--- config.mk ---
export PLATFORM = sky130hd
export DESIGN_NAME = useq_sequencer
export DESIGN_NICKNAME = d
export VERILOG_FILES = /design/src/rtl/useq_pkg.sv /design/src/rtl/useq_cond_sel.sv /design/src/rtl/useq_next_mux.sv /design/src/rtl/useq_sequencer.sv
export SDC_FILE = /design/constraint.sdc
export NUM_CORES = 1
export LEC_CHECK = 0
export ABC_AREA = 1
export BUFFER_PORTS_ARGS = -buffer_cell sky130_fd_sc_hd__buf_2
export CAP_MARGIN = 30
export CORE_MARGIN = 5
export CORE_UTILIZATION = 44
export DETAILED_ROUTE_END_ITERATION = 10
export GPL_TIMING_DRIVEN = 1
export PLACE_DENSITY = 0.76
export SYNTH_ARGS = -nofsm -noshare
export SYNTH_HDL_FRONTEND = slang
export SYNTH_HIERARCHICAL = 1
export SYNTH_SLANG_ARGS = --single-unit
--- constraint.sdc ---
create_clock -name clk -period 1.3 [get_ports clk]
set_input_delay 0.195 -clock clk [delete_from_list [all_inputs] [get_ports clk]]
set_output_delay 0.195 -clock clk [all_outputs]
set_load 0.02 [all_outputs]
--- src/rtl/useq_pkg.sv ---
`timescale 1ns/1ps
package useq_pkg;
  typedef enum logic [2:0] {
    BR_SEQ      = 3'd0,
    BR_JUMP     = 3'd1,
    BR_COND     = 3'd2,
    BR_MODE     = 3'd3,
    BR_END      = 3'd4,
    BR_DISPATCH = 3'd5,
    BR_RSV6     = 3'd6,
    BR_RSV7     = 3'd7
  } br_kind_e;
endpackage

--- src/rtl/useq_cond_sel.sv ---
`timescale 1ns/1ps
module useq_cond_sel #(
  parameter int NCOND = 4,
  localparam int SEL_W = (NCOND > 1) ? $clog2(NCOND) : 1
) (
  input  logic [NCOND-1:0] flags,
  input  logic [SEL_W-1:0] sel,
  output logic             hit
);
  always_comb begin
    hit = 1'b0;
    for (int i = 0; i < NCOND; i++) begin
      if (sel == SEL_W'(i)) hit = flags[i];
    end
  end
endmodule

--- src/rtl/useq_next_mux.sv ---
`timescale 1ns/1ps
module useq_next_mux
  import useq_pkg::*;
#(
  parameter int          AW            = 8,
  parameter int          MODE_W        = 2,
  parameter int          OPC_W         = 4,
  parameter int          STRIDE_LOG2   = 2,
  parameter logic [AW-1:0] FETCH_ADDR    = '0,
  parameter logic [AW-1:0] DISPATCH_BASE = AW'(64)
) (
  input  logic [AW-1:0]     cur,
  input  br_kind_e          kind,
  input  logic [AW-1:0]     target,
  input  logic [MODE_W-1:0] mode_bits,
  input  logic [OPC_W-1:0]  opcode,
  input  logic              cond_hit,
  output logic [AW-1:0]     nxt
);
  function automatic logic [AW-1:0] f_merge(input logic [AW-1:0] t,
                                            input logic [MODE_W-1:0] m);
    logic [AW-1:0] wide;
    wide = '0;
    wide[MODE_W-1:0] = m;
    return t | wide;
  endfunction

  function automatic logic [AW-1:0] f_dispatch(input logic [OPC_W-1:0] op);
    logic [AW-1:0] off;
    off = AW'(op) << STRIDE_LOG2;
    return DISPATCH_BASE + off;
  endfunction

  logic [AW-1:0] inc_addr;
  assign inc_addr = cur + AW'(1);

  always_comb begin
    unique case (kind)
      BR_JUMP:     nxt = target;
      BR_COND:     nxt = cond_hit ? target : inc_addr;
      BR_MODE:     nxt = f_merge(target, mode_bits);
      BR_END:      nxt = FETCH_ADDR;
      BR_DISPATCH: nxt = f_dispatch(opcode);
      default:     nxt = inc_addr;
    endcase
  end
endmodule

--- src/rtl/useq_sequencer.sv ---
`timescale 1ns/1ps
module useq_sequencer
  import useq_pkg::*;
#(
  parameter int            AW            = 8,
  parameter int            NCOND         = 4,
  parameter int            MODE_W        = 2,
  parameter int            OPC_W         = 4,
  parameter int            STRIDE_LOG2   = 2,
  parameter logic [AW-1:0] FETCH_ADDR    = '0,
  parameter logic [AW-1:0] DISPATCH_BASE = AW'(64),
  localparam int SEL_W = (NCOND > 1) ? $clog2(NCOND) : 1
) (
  input  logic              clk,
  input  logic              rst_n,
  input  logic [2:0]        br_code,
  input  logic [AW-1:0]     br_target,
  input  logic [SEL_W-1:0]  cond_sel,
  input  logic [NCOND-1:0]  cond_flags,
  input  logic [MODE_W-1:0] mode_bits,
  input  logic [OPC_W-1:0]  opcode,
  input  logic              wait_mem,
  input  logic              mem_done,
  output logic [AW-1:0]     uaddr
);
  br_kind_e      kind;
  logic          cond_hit;
  logic          stall;
  logic [AW-1:0] nxt_addr;

  assign kind  = br_kind_e'(br_code);
  assign stall = wait_mem & ~mem_done;

  useq_cond_sel #(.NCOND(NCOND)) cond_i (
    .flags(cond_flags), .sel(cond_sel), .hit(cond_hit)
  );

  useq_next_mux #(
    .AW(AW), .MODE_W(MODE_W), .OPC_W(OPC_W), .STRIDE_LOG2(STRIDE_LOG2),
    .FETCH_ADDR(FETCH_ADDR), .DISPATCH_BASE(DISPATCH_BASE)
  ) mux_i (
    .cur(uaddr), .kind(kind), .target(br_target), .mode_bits(mode_bits),
    .opcode(opcode), .cond_hit(cond_hit), .nxt(nxt_addr)
  );

  always_ff @(posedge clk) begin
    if (!rst_n)     uaddr <= FETCH_ADDR;
    else if (!stall) uaddr <= nxt_addr;
  end

  assert_hold_on_wait_R8: assert property (@(posedge clk) disable iff (!rst_n)
    (wait_mem && !mem_done) |=> $stable(uaddr));

  assert_seq_inc_R2: assert property (@(posedge clk) disable iff (!rst_n)
    (kind == BR_SEQ && !stall) |=> (uaddr == AW'($past(uaddr) + AW'(1))));

  assert_jump_target_R3: assert property (@(posedge clk) disable iff (!rst_n)
    (kind == BR_JUMP && !stall) |=> (uaddr == $past(br_target)));

  assert_cond_fall_R4: assert property (@(posedge clk) disable iff (!rst_n)
    (kind == BR_COND && !stall && !cond_hit) |=> (uaddr == AW'($past(uaddr) + AW'(1))));

  assert_mode_bits_set_R5: assert property (@(posedge clk) disable iff (!rst_n)
    (kind == BR_MODE && !stall) |=>
      ((uaddr[MODE_W-1:0] & $past(mode_bits)) == $past(mode_bits)));

  assert_end_fetch_R6: assert property (@(posedge clk) disable iff (!rst_n)
    (kind == BR_END && !stall) |=> (uaddr == FETCH_ADDR));
endmodule

==> flow_metrics.py <==
metrics = {
    "placement": {
        "dp.cells": 190,
        "gp_congestion": 0.819,
        "dp_hpwl_mm": 1.63,
        "port-buffer-count": 34,
    },
    "job": {
        "max_cap_viol_count": 0,
    },
    "floorplan": {
        "die_w_um": 51.1,
        "die_area_um2": 2610,
        "start_util_pct": 47.7,
        "io_pins": 35,
        "die_height_um": 51.1,
        "rows": 14,
        "coreArea_um2": 1560,
    },
    "timing": {
        "fin_crit_ns": 1.20,
        "finClkSkew_ns": 0.00544,
        "worst_pin_slew_ns": 0.242,
        "setup_viol": 0,
        "fmax_ghz": 0.835,
        "rsz0062_at_grt": "false",
        "hold_viol_final": 0,
        "finalMaxSlewViolations": 0,
        "fin_crit_sh_pct": 92.1,
        "relSlewSlack_pct": 83.8,
        "setup_tns_ns": 0,
    },
    "cts": {
        "numCtsBuffers": 3,
        "htreeDepth": 1,
        "cts.sinks": 8,
        "cts_root_buf": "clkbuf_4",
        "cts_tree": "yes",
        "ctsResizeCount": 0,
        "cts-hold-fix-buffers": 0,
        "clk_latency_ns": 0.26,
        "cts_buffer_depth": 2,
        "postCtsSetupBuffers": 0,
        "clkTransAtPathRegs_ns": 0.05,
    },
    "layout": {
        "drive_gt1_share_pct": 31.1,
        "largestRegisters": "uaddr (8)",
        "diodes": 0,
        "largest_reg_flops": 8,
        "final_cells": 193,
        "fill_cells": 154,
        "syn_to_final_growth_pct": 32.2,
        "layout.nets": 207,
        "multi_input_area_um2": 475,
        "largest-register": "uaddr",
        "seq_area_um2": 170,
    },
    "worst_hold_path": {
        "hold_end": "uaddr[0]",
        "worstHoldStart": "rst_n",
        "hold_class": "primary input to flip-flop",
        "hold_path_depth": 3,
    },
    "synthesis": {
        "synth_top_area_cell": "dfxtp_1",
        "yosysSeqAreaShare_pct": 21.5,
        "ys_ff_latch": 8,
        "yosys-top-cells-count": "nand2_1 (41), inv_1 (24), nand3_1 (24), nor2_1 (22), dfxtp_1 (8)",
        "synth.avg_cell_area_um2": 5.31,
        "netlist_area_um2": 743,
        "yosys.cell_types.count": 18,
        "syn_nets": 168,
        "yosys_warnings": 6,
        "synth_cells": 140,
        "ys.flop_type": "dfxtp_1",
        "async_flop_share_pct": 0,
        "yosys-top-cells-area": "dfxtp_1 (22%), nand2_1 (21%), nand3_1 (16%), inv_1 (12%), nor2_1 (11%)",
        "synthDominantCellAreaShare_pct": 21.5,
        "synth_edf_count": 0,
        "yosysMostFrequentCell": "nand2_1",
    },
    "run_status": {
        "status": "finished, final reports clean",
    },
    "detailed_routing": {
        "drtIter0Drc": 18,
        "vias": 905,
        "ant_nets": 0,
        "route.detailed.wl_per_inst_um": 10.3,
        "detail_route.first_pass.iterations": 4,
        "drt_wl_total_mm": 1.99,
        "detail_route.vias_per_cell": 4.69,
        "route.detailed.drc": 0,
    },
    "worst_setup_path": {
        "rrSetupSlack_ns": 0.10,
        "crit_type": "flip-flop to flip-flop",
        "cp-end-kind": "flip-flop",
        "timing.rr.start": "uaddr[0]",
        "reg2regPathDepth": 7,
        "critPathLaunchType": "flip-flop",
        "worstPathRequired_ns": 1.45,
        "crit_fanout": 5,
        "r2r-end": "uaddr[2]",
        "worst_ep_arrival_time_ns": 1.35,
    },
    "power_and_ir_drop": {
        "max-vdd-ir-drop_uv": 474,
        "p_leak_uw": 0.000580,
        "power_density_nw_per_um2": 794,
        "design_power_total_uw": 780,
    },
    "global_route": {
        "grt_pass1_vias": 816,
        "grt_overflow_total": 0,
        "grt_usage_pct": 16.6,
        "antenna_found_initial": 0,
        "grt_max_degree": 10,
        "grt_pass1_wl_mm": 3.33,
    },
}
-- critical path: stages (launching register included) --
cell and delay (ns):
dfxtp_4 0.36, ha_4 0.16, buf_4 0.13, xor2_1 0.13, nand2_1 0.06, nand3_1 0.09
nor2_1 0.11, nor2_1 0.05
-- worst max path at each step --
stage | startpoint | end | slack, ns
2_1_floorplan | uaddr[1] | uaddr[6] | 0.05
3_3_place_gp | cond_sel[0] | uaddr[5] | -0.003
3_5_place_dp | cond_sel[0] | uaddr[4] | -0.07
4_1_cts | uaddr[0] | uaddr[6] | 0.08
6_report | uaddr[0] | uaddr[2] | 0.10
5_1_grt | uaddr[2] | uaddr[7] | 0.01
-- final cells by class --
cell class	instances	area share (%)
timing repair buffer	36	18.9
multi-input combinational	101	48.4
clock buffer	3	2.29
inverter	29	11.1
sequential	8	17.3
tap	16	2.04
-- cells by family (layout without fill, tap and decap cells) --
logic type	count (synthesis)	in the layout	share of synthesized area, %
AO/OA/AOI/OAI	6	6	4.38
buffers and inverters	31	68	16.8
XOR/XNOR	1	1	1.18
AND/OR/NAND/NOR	93	93	54.4
adder cells (fa/ha/maj)	1	1	1.68
flip-flops	8	8	21.5
-- stage by stage --
stage	hold slack [ns]	util [%]	cell area [um^2]	setup WS, ns
5_1_grt	0.231	63.0	982	0.0129
3_3_place_gp	0.491	60.0	935	-0.00304
3_5_place_dp	0.493	60.0	935	-0.0697
2_1_floorplan	0.385	-	746	0.0508
4_1_cts	0.218	61.4	957	0.0757
6_report	0.222	63.0	982	0.103
-- power breakdown --
| group | switching (uW) | leakage, uW | total, uW | internal (uW) |
|---|---|---|---|---|
| clock network | 89.9 | 0.0000138 | 196 | 106 |
| registers | 31.7 | 0.0000682 | 302 | 271 |
| logic | 166 | 0.000498 | 282 | 116 |
-- per-layer routing --
metal,track usage [%],vias up,part of all wire (%)
met3,3.49,4,6.4
met4,8.07,0,1.4
li1,-,503,-
met2,27.3,26,45
met1,20.7,372,48
met5,0,-,0
-- layout by cell type, fill, tap and decap left out --
cell,count
dfxtp_4,2
clkbuf_4,3
dfxtp_1,4
inv_1,24
nand4_1,1
inv_2,4
xor2_1,1
ha_4,1
nor2_2,2
nor2_4,2
buf_4,2
dfxtp_2,2
nand3_1,24
clkinv_1,1
buf_2,34
nand2_1,40
o21bai_1,1
o21ai_0,1
a21oi_1,4
nor2_1,21
nand2_2,3
Note: power is estimated with default switching activity, not from simulation.
